<file path="src/rtl/guard_pkg.sv">
package guard_pkg;
  localparam int LOCK_W = 3;

  typedef enum logic [1:0] {
    PK_NONE   = 2'd0,
    PK_STATUS = 2'd1,
    PK_SECTOR = 2'd2
  } pend_e;

  typedef enum logic [LOCK_W-1:0] {
    LK_OFF      = 3'd0,
    LK_QUAD0    = 3'd1,
    LK_QUAD1    = 3'd2,
    LK_QUAD2    = 3'd3,
    LK_QUAD3    = 3'd4,
    LK_LOWHALF  = 3'd5,
    LK_FIRSTSEC = 3'd6,
    LK_LASTSEC  = 3'd7
  } lock_e;
endpackage

</file>
<file path="src/rtl/guard_lock_decode.sv">
module guard_lock_decode
  import guard_pkg::*;
#(
  parameter int ADDR_W = 10,
  parameter int SECT_W = 4
) (
  input  lock_e             code,
  input  logic [ADDR_W-1:0] addr,
  output logic              hit
);
  localparam int SIDX_W = ADDR_W - SECT_W;

  logic [1:0]        quad;
  logic [SIDX_W-1:0] sidx;

  assign quad = addr[ADDR_W-1 -: 2];
  assign sidx = addr[ADDR_W-1:SECT_W];

  always_comb begin
    case (code)
      LK_QUAD0:    hit = (quad == 2'd0);
      LK_QUAD1:    hit = (quad == 2'd1);
      LK_QUAD2:    hit = (quad == 2'd2);
      LK_QUAD3:    hit = (quad == 2'd3);
      LK_LOWHALF:  hit = ~addr[ADDR_W-1];
      LK_FIRSTSEC: hit = (sidx == '0);
      LK_LASTSEC:  hit = (sidx == '1);
      default:     hit = 1'b0;
    endcase
  end
endmodule

</file>
<file path="src/rtl/guard_wr_timer.sv">
module guard_wr_timer #(
  parameter int WR_CYCLES = 50000
) (
  input  logic clk,
  input  logic rst,
  input  logic start,
  output logic busy,
  output logic done
);
  localparam int CNT_W = $clog2(WR_CYCLES + 1);

  logic [CNT_W-1:0] cnt_q;
  logic             busy_q;

  always_ff @(posedge clk) begin
    if (rst) begin
      cnt_q  <= '0;
      busy_q <= 1'b0;
    end else if (busy_q) begin
      if (cnt_q == '0) busy_q <= 1'b0;
      else             cnt_q  <= cnt_q - 1'b1;
    end else if (start) begin
      cnt_q  <= CNT_W'(WR_CYCLES - 1);
      busy_q <= 1'b1;
    end
  end

  assign busy = busy_q;
  assign done = busy_q && (cnt_q == '0);
endmodule

</file>
<file path="src/rtl/guard_stat_ptr.sv">
module guard_stat_ptr #(
  parameter int BYTE_W = 8
) (
  input  logic              clk,
  input  logic              rst,
  input  logic              restart,
  input  logic              shift,
  input  logic              busy,
  input  logic [BYTE_W-1:0] stat,
  output logic              bit_o
);
  localparam int PTR_W = $clog2(BYTE_W);
  localparam logic [PTR_W-1:0] TOP = PTR_W'(BYTE_W - 1);

  logic [PTR_W-1:0] ptr_q;

  always_ff @(posedge clk) begin
    if (rst)          ptr_q <= TOP;
    else if (restart) ptr_q <= TOP;
    else if (shift)   ptr_q <= (ptr_q == '0) ? TOP : ptr_q - 1'b1;
  end

  assign bit_o = busy | stat[ptr_q];
endmodule

</file>
<file path="src/rtl/prog_guard_ctrl.sv">
module prog_guard_ctrl
  import guard_pkg::*;
#(
  parameter int ADDR_W    = 10,
  parameter int SECT_W    = 4,
  parameter int WR_CYCLES = 50000
) (
  input  logic              clk,
  input  logic              rst,
  input  logic              cs_n_i,
  input  logic              wp_ok_i,
  input  logic              en_cmd_i,
  input  logic              dis_cmd_i,
  input  logic              stat_byte_vld_i,
  input  logic [7:0]        stat_byte_i,
  input  logic              sect_done_i,
  input  logic [ADDR_W-1:0] sect_addr_i,
  input  logic              rs_restart_i,
  input  logic              rs_shift_i,
  output logic              busy_o,
  output logic              prog_en_o,
  output logic [7:0]        status_o,
  output logic              commit_o,
  output logic [ADDR_W-1:0] commit_addr_o,
  output logic              rs_bit_o
);
  localparam int BYTE_W = 8;
  localparam int PAD_W  = BYTE_W - LOCK_W;

  logic              cs_q, wp_q, latch_q, commit_q;
  pend_e             pend_q, kind_q;
  lock_e             lock_q, hold_q;
  logic [ADDR_W-1:0] paddr_q, caddr_q;
  logic              cs_rise, wp_fall, hit, busy, done, grant;

  assign cs_rise = cs_n_i & ~cs_q;
  assign wp_fall = wp_q & ~wp_ok_i & ~cs_n_i;
  assign grant   = cs_rise && (pend_q != PK_NONE) && latch_q && wp_ok_i && !busy
                   && !((pend_q == PK_SECTOR) && hit);

  guard_lock_decode #(.ADDR_W(ADDR_W), .SECT_W(SECT_W)) u_decode (
    .code (lock_q),
    .addr (paddr_q),
    .hit  (hit)
  );

  guard_wr_timer #(.WR_CYCLES(WR_CYCLES)) u_timer (
    .clk   (clk),
    .rst   (rst),
    .start (grant),
    .busy  (busy),
    .done  (done)
  );

  always_ff @(posedge clk) begin
    if (rst) begin
      cs_q     <= 1'b1;
      wp_q     <= 1'b1;
      latch_q  <= 1'b0;
      commit_q <= 1'b0;
      pend_q   <= PK_NONE;
      kind_q   <= PK_NONE;
      lock_q   <= LK_OFF;
      hold_q   <= LK_OFF;
      paddr_q  <= '0;
      caddr_q  <= '0;
    end else begin
      cs_q     <= cs_n_i;
      wp_q     <= wp_ok_i;
      commit_q <= 1'b0;

      if (cs_rise) begin
        pend_q <= PK_NONE;
        if (grant) begin
          kind_q   <= pend_q;
          commit_q <= (pend_q == PK_SECTOR);
          caddr_q  <= paddr_q;
        end
      end else if (wp_fall) begin
        pend_q <= PK_NONE;
      end else if (!busy && !cs_n_i) begin
        if (stat_byte_vld_i) begin
          pend_q <= PK_STATUS;
          hold_q <= lock_e'(stat_byte_i[LOCK_W-1:0]);
        end else if (sect_done_i) begin
          pend_q  <= PK_SECTOR;
          paddr_q <= sect_addr_i;
        end
      end

      if (done) begin
        if (kind_q == PK_STATUS) lock_q <= hold_q;
        kind_q <= PK_NONE;
      end

      if (dis_cmd_i)     latch_q <= 1'b0;
      else if (en_cmd_i) latch_q <= 1'b1;
      else if (done)     latch_q <= 1'b0;
    end
  end

  assign status_o      = {{PAD_W{1'b0}}, lock_q};
  assign busy_o        = busy;
  assign prog_en_o     = latch_q;
  assign commit_o      = commit_q;
  assign commit_addr_o = caddr_q;

  guard_stat_ptr #(.BYTE_W(BYTE_W)) u_ptr (
    .clk     (clk),
    .rst     (rst),
    .restart (rs_restart_i),
    .shift   (rs_shift_i),
    .busy    (busy),
    .stat    (status_o),
    .bit_o   (rs_bit_o)
  );
endmodule

</file>
<file path="config.mk">
export PLATFORM = sky130hd
export DESIGN_NAME = prog_guard_ctrl
export DESIGN_NICKNAME = d
export VERILOG_FILES = /design/src/rtl/guard_pkg.sv /design/src/rtl/guard_lock_decode.sv /design/src/rtl/guard_wr_timer.sv /design/src/rtl/guard_stat_ptr.sv /design/src/rtl/prog_guard_ctrl.sv
export SDC_FILE = /design/constraint.sdc
export NUM_CORES = 1
export LEC_CHECK = 0
export BUFFER_PORTS_ARGS = -buffer_cell sky130_fd_sc_hd__buf_2
export CELL_PAD_IN_SITES_DETAIL_PLACEMENT = 1
export CELL_PAD_IN_SITES_GLOBAL_PLACEMENT = 1
export CORE_MARGIN = 5
export CORE_UTILIZATION = 44
export CTS_CLUSTER_DIAMETER = 50
export DETAILED_ROUTE_END_ITERATION = 6
export PLACE_DENSITY = 0.95
export SYNTH_ARGS = -nofsm -noshare
export SYNTH_HDL_FRONTEND = slang
export SYNTH_SLANG_ARGS = --single-unit
export TNS_END_PERCENT = 1
</file>
<file path="constraint.sdc">
create_clock -name clk -period 5.15 [get_ports clk]
set_input_delay 1.03 -clock clk [delete_from_list [all_inputs] [get_ports clk]]
set_output_delay 1.03 -clock clk [all_outputs]
set_load 0.1 [all_outputs]
</file>
==> reports/metrics.csv <==
metric,value,unit
GPL Wtd Cong,0.768,
CTS root buf,clkbuf_8,
Port Buffers,39,
Vias per Instance,5.68,
"Seq/Total Area, Yosys",43.2,%
Synth Instances,279,
max_cap viols,0,
Rows,27,
fillers,669,
Core ar.,0.00551,mm^2
via count,2181,
post-synthesis cell area,0.00250,mm^2
final hold vios,0,
dpl hpwl,4560,um
Peak Freq,319,MHz
die area,0.00729,mm^2
H-Tree Level Count,2,
Pins Over Slew Limit,0,
"Remaining Overflow, GRT",0,
vias in the first global route,2364,
Worst-Skew Late Latency,0.32,ns
cts hold-fix bufs,0,
Routed Antenna Nets,0,
"Async S/R FF share, synth",0,%
post-synthesis register bit count,54,
Top Metal Used,met4,
count of cell types in the netlist,51,
Worst Max-Slew Pin Slew,1.05,ns
crit path time final,3.14,ns
Power Total,782,uW
YS warnings,0,
HP Class,flip-flop to flip-flop,
Starting Density,45.4,%
met2 WL post-DR,3760,um
status,"complete, no violations",
hold_ws,0.494,ns
Post-layout nets,342,
WL final,6940,um
# Post-CTS Setup Buffers,0,
CTS-repair resized insts,0,
TritonCTS buffer count,5,
largest net degree at the start of global routing,54,
met3 wire len,229,um
critical path required time,4.12,ns
Setup Crit Path Kind,flip-flop to output port,
synthesis-to-finish area growth,13.0,%
share of cells above drive strength 1,19.9,%
peak supply drop,0.229,mV
TritonRoute pass-1 iters,4,
post-route clock period utilization,60.9,%
Mapped Avg Cell Area,8.96,um^2
Die Wd,85.4,um
Die Ht,85.4,um
"commonest cells after routing, fill and taps aside","dfxtp_1, nor2_1, buf_2, mux2i_1, nand2_1",
Post-synth EDFFs,0,
"Data arrival, critical path",2.11,ns
Antenna Cells,0,
final setup violation count,0,
Worst Reg2Reg Path Length in Cells,7,
ys flop type,dfxtp_1,
RSZ-0062 raised after global routing,no,
Ports,50,
WL/cell,18.1,um
Crit. End Element,output port,
1st-iter DRT viols,103,
Power per Cell Area,277,mW/mm^2
met1 WL,2780,um
Max Fanout on Critical Path,19,
TritonCTS clock tree,done,
Hold Path Depth,2,
Tot GR Track Use,19.5,%
Worst-path clk slew,0.10,ns
Fin Setup TNS,0,ns
first-pass GRT wire length,11300,um
P_leak,1.26,nW
antenna violations before repair,0,
Sink Count,54,
DRC,0,
Worst Setup Start Kind,flip-flop,
Final Skew,0.00659,ns
Clock Path Buffers,2,
"most common cell after layout, fill and taps aside",dfxtp_1,
slew margin rel.,29.7,%
[registers in the layout, summed over array words and instances, names as in the netlist]
register,cells
u_timer.cnt_q,16
commit_o,1
kind_q,2
u_ptr.ptr_q,3
paddr_q,10
cs_q,1
wp_q,1
hold_q,3
pend_q,2
lock_q,3
prog_en_o,1
u_timer.busy,1
commit_addr_o,10
[through the flow]
stage	cell area (um^2)	util (%)	instances	worst slack, ns
6_report	2830	51.3	384	2.01
2_1_floorplan	2520	-	283	0.608
4_1_cts	2830	51.3	384	2.00
3_3_place_gp	2710	49.3	376	2.23
5_1_grt	2830	51.3	384	1.90
3_5_place_dp	2710	49.3	376	2.19
[where the power goes]
part	leakage, nW	internal, mW	switching (mW)
clock	0.0585	0.146	0.150
combinational	0.766	0.0166	0.0420
sequential	0.437	0.423	0.00533
[path summary, 6_finish.rpt]
check / startpoint / to / slack [ns]
setup reg to reg: lock_q[1] / u_timer.cnt_q[6] / 2.17
hold reg to reg: u_timer.cnt_q[1] / u_timer.cnt_q[1] / 0.49
hold / removal: u_timer.cnt_q[1] / u_timer.cnt_q[1] / 0.49
setup / recovery: u_timer.busy / rs_bit_o / 2.01
[Yosys cell counts (4+ instances only)]
master / count / area, um^2
dfxtp_1: 54 / 1080
nor2_1: 41 / 154
mux2i_1: 30 / 300
nand2_1: 16 / 60.1
nor3_1: 15 / 75.1
clkbuf_1: 10 / 37.5
inv_1: 10 / 37.5
o21ai_0: 10 / 50.1
a21oi_1: 8 / 40.0
a31oi_1: 8 / 50.1
nand3_1: 6 / 30.0
buf_4: 5 / 37.5
nand2b_1: 5 / 31.3
a2111oi_0: 4 / 35.0
nor3b_1: 4 / 30.0
o21a_1: 4 / 30.0
[layout make-up]
type | instances | area [um^2] | share of cell area (%)
Clock buffer | 5 | 68.8 | 2.44
Clock inverter | 3 | 43.8 | 1.55
Inverter | 11 | 41.3 | 1.46
Multi-Input combinational cell | 199 | 1300 | 45.9
Sequential cell | 54 | 1080 | 38.3
Tap cell | 72 | 90.1 | 3.19
Timing Repair Buffer | 40 | 203 | 7.17
[routing by layer]
layer  global-route usage (%)  vias to the layer above
li1                         -                     1048
met1                     20.0                     1072
met5                        0                        -
met3                     4.76                       17
met2                     37.4                       44
met4                     7.63                        0
[cell families after synthesis]
logic type	count (synthesis)	synth area share, %
AOI/OAI and AO/OA	51	14.9
adders and majority gates	3	1.50
buffers and inverters	30	6.05
DFF	54	43.2
other	1	0.150
muxes	30	12.0
and+or+nand+nor	110	22.2
[critical path: stages (launching register included)]
cell and delay [ns]:
dfxtp_1 0.78, inv_1 0.38, o21ai_0 0.17, buf_2 0.45
No activity file was read; power rests on OpenSTA's default activity.
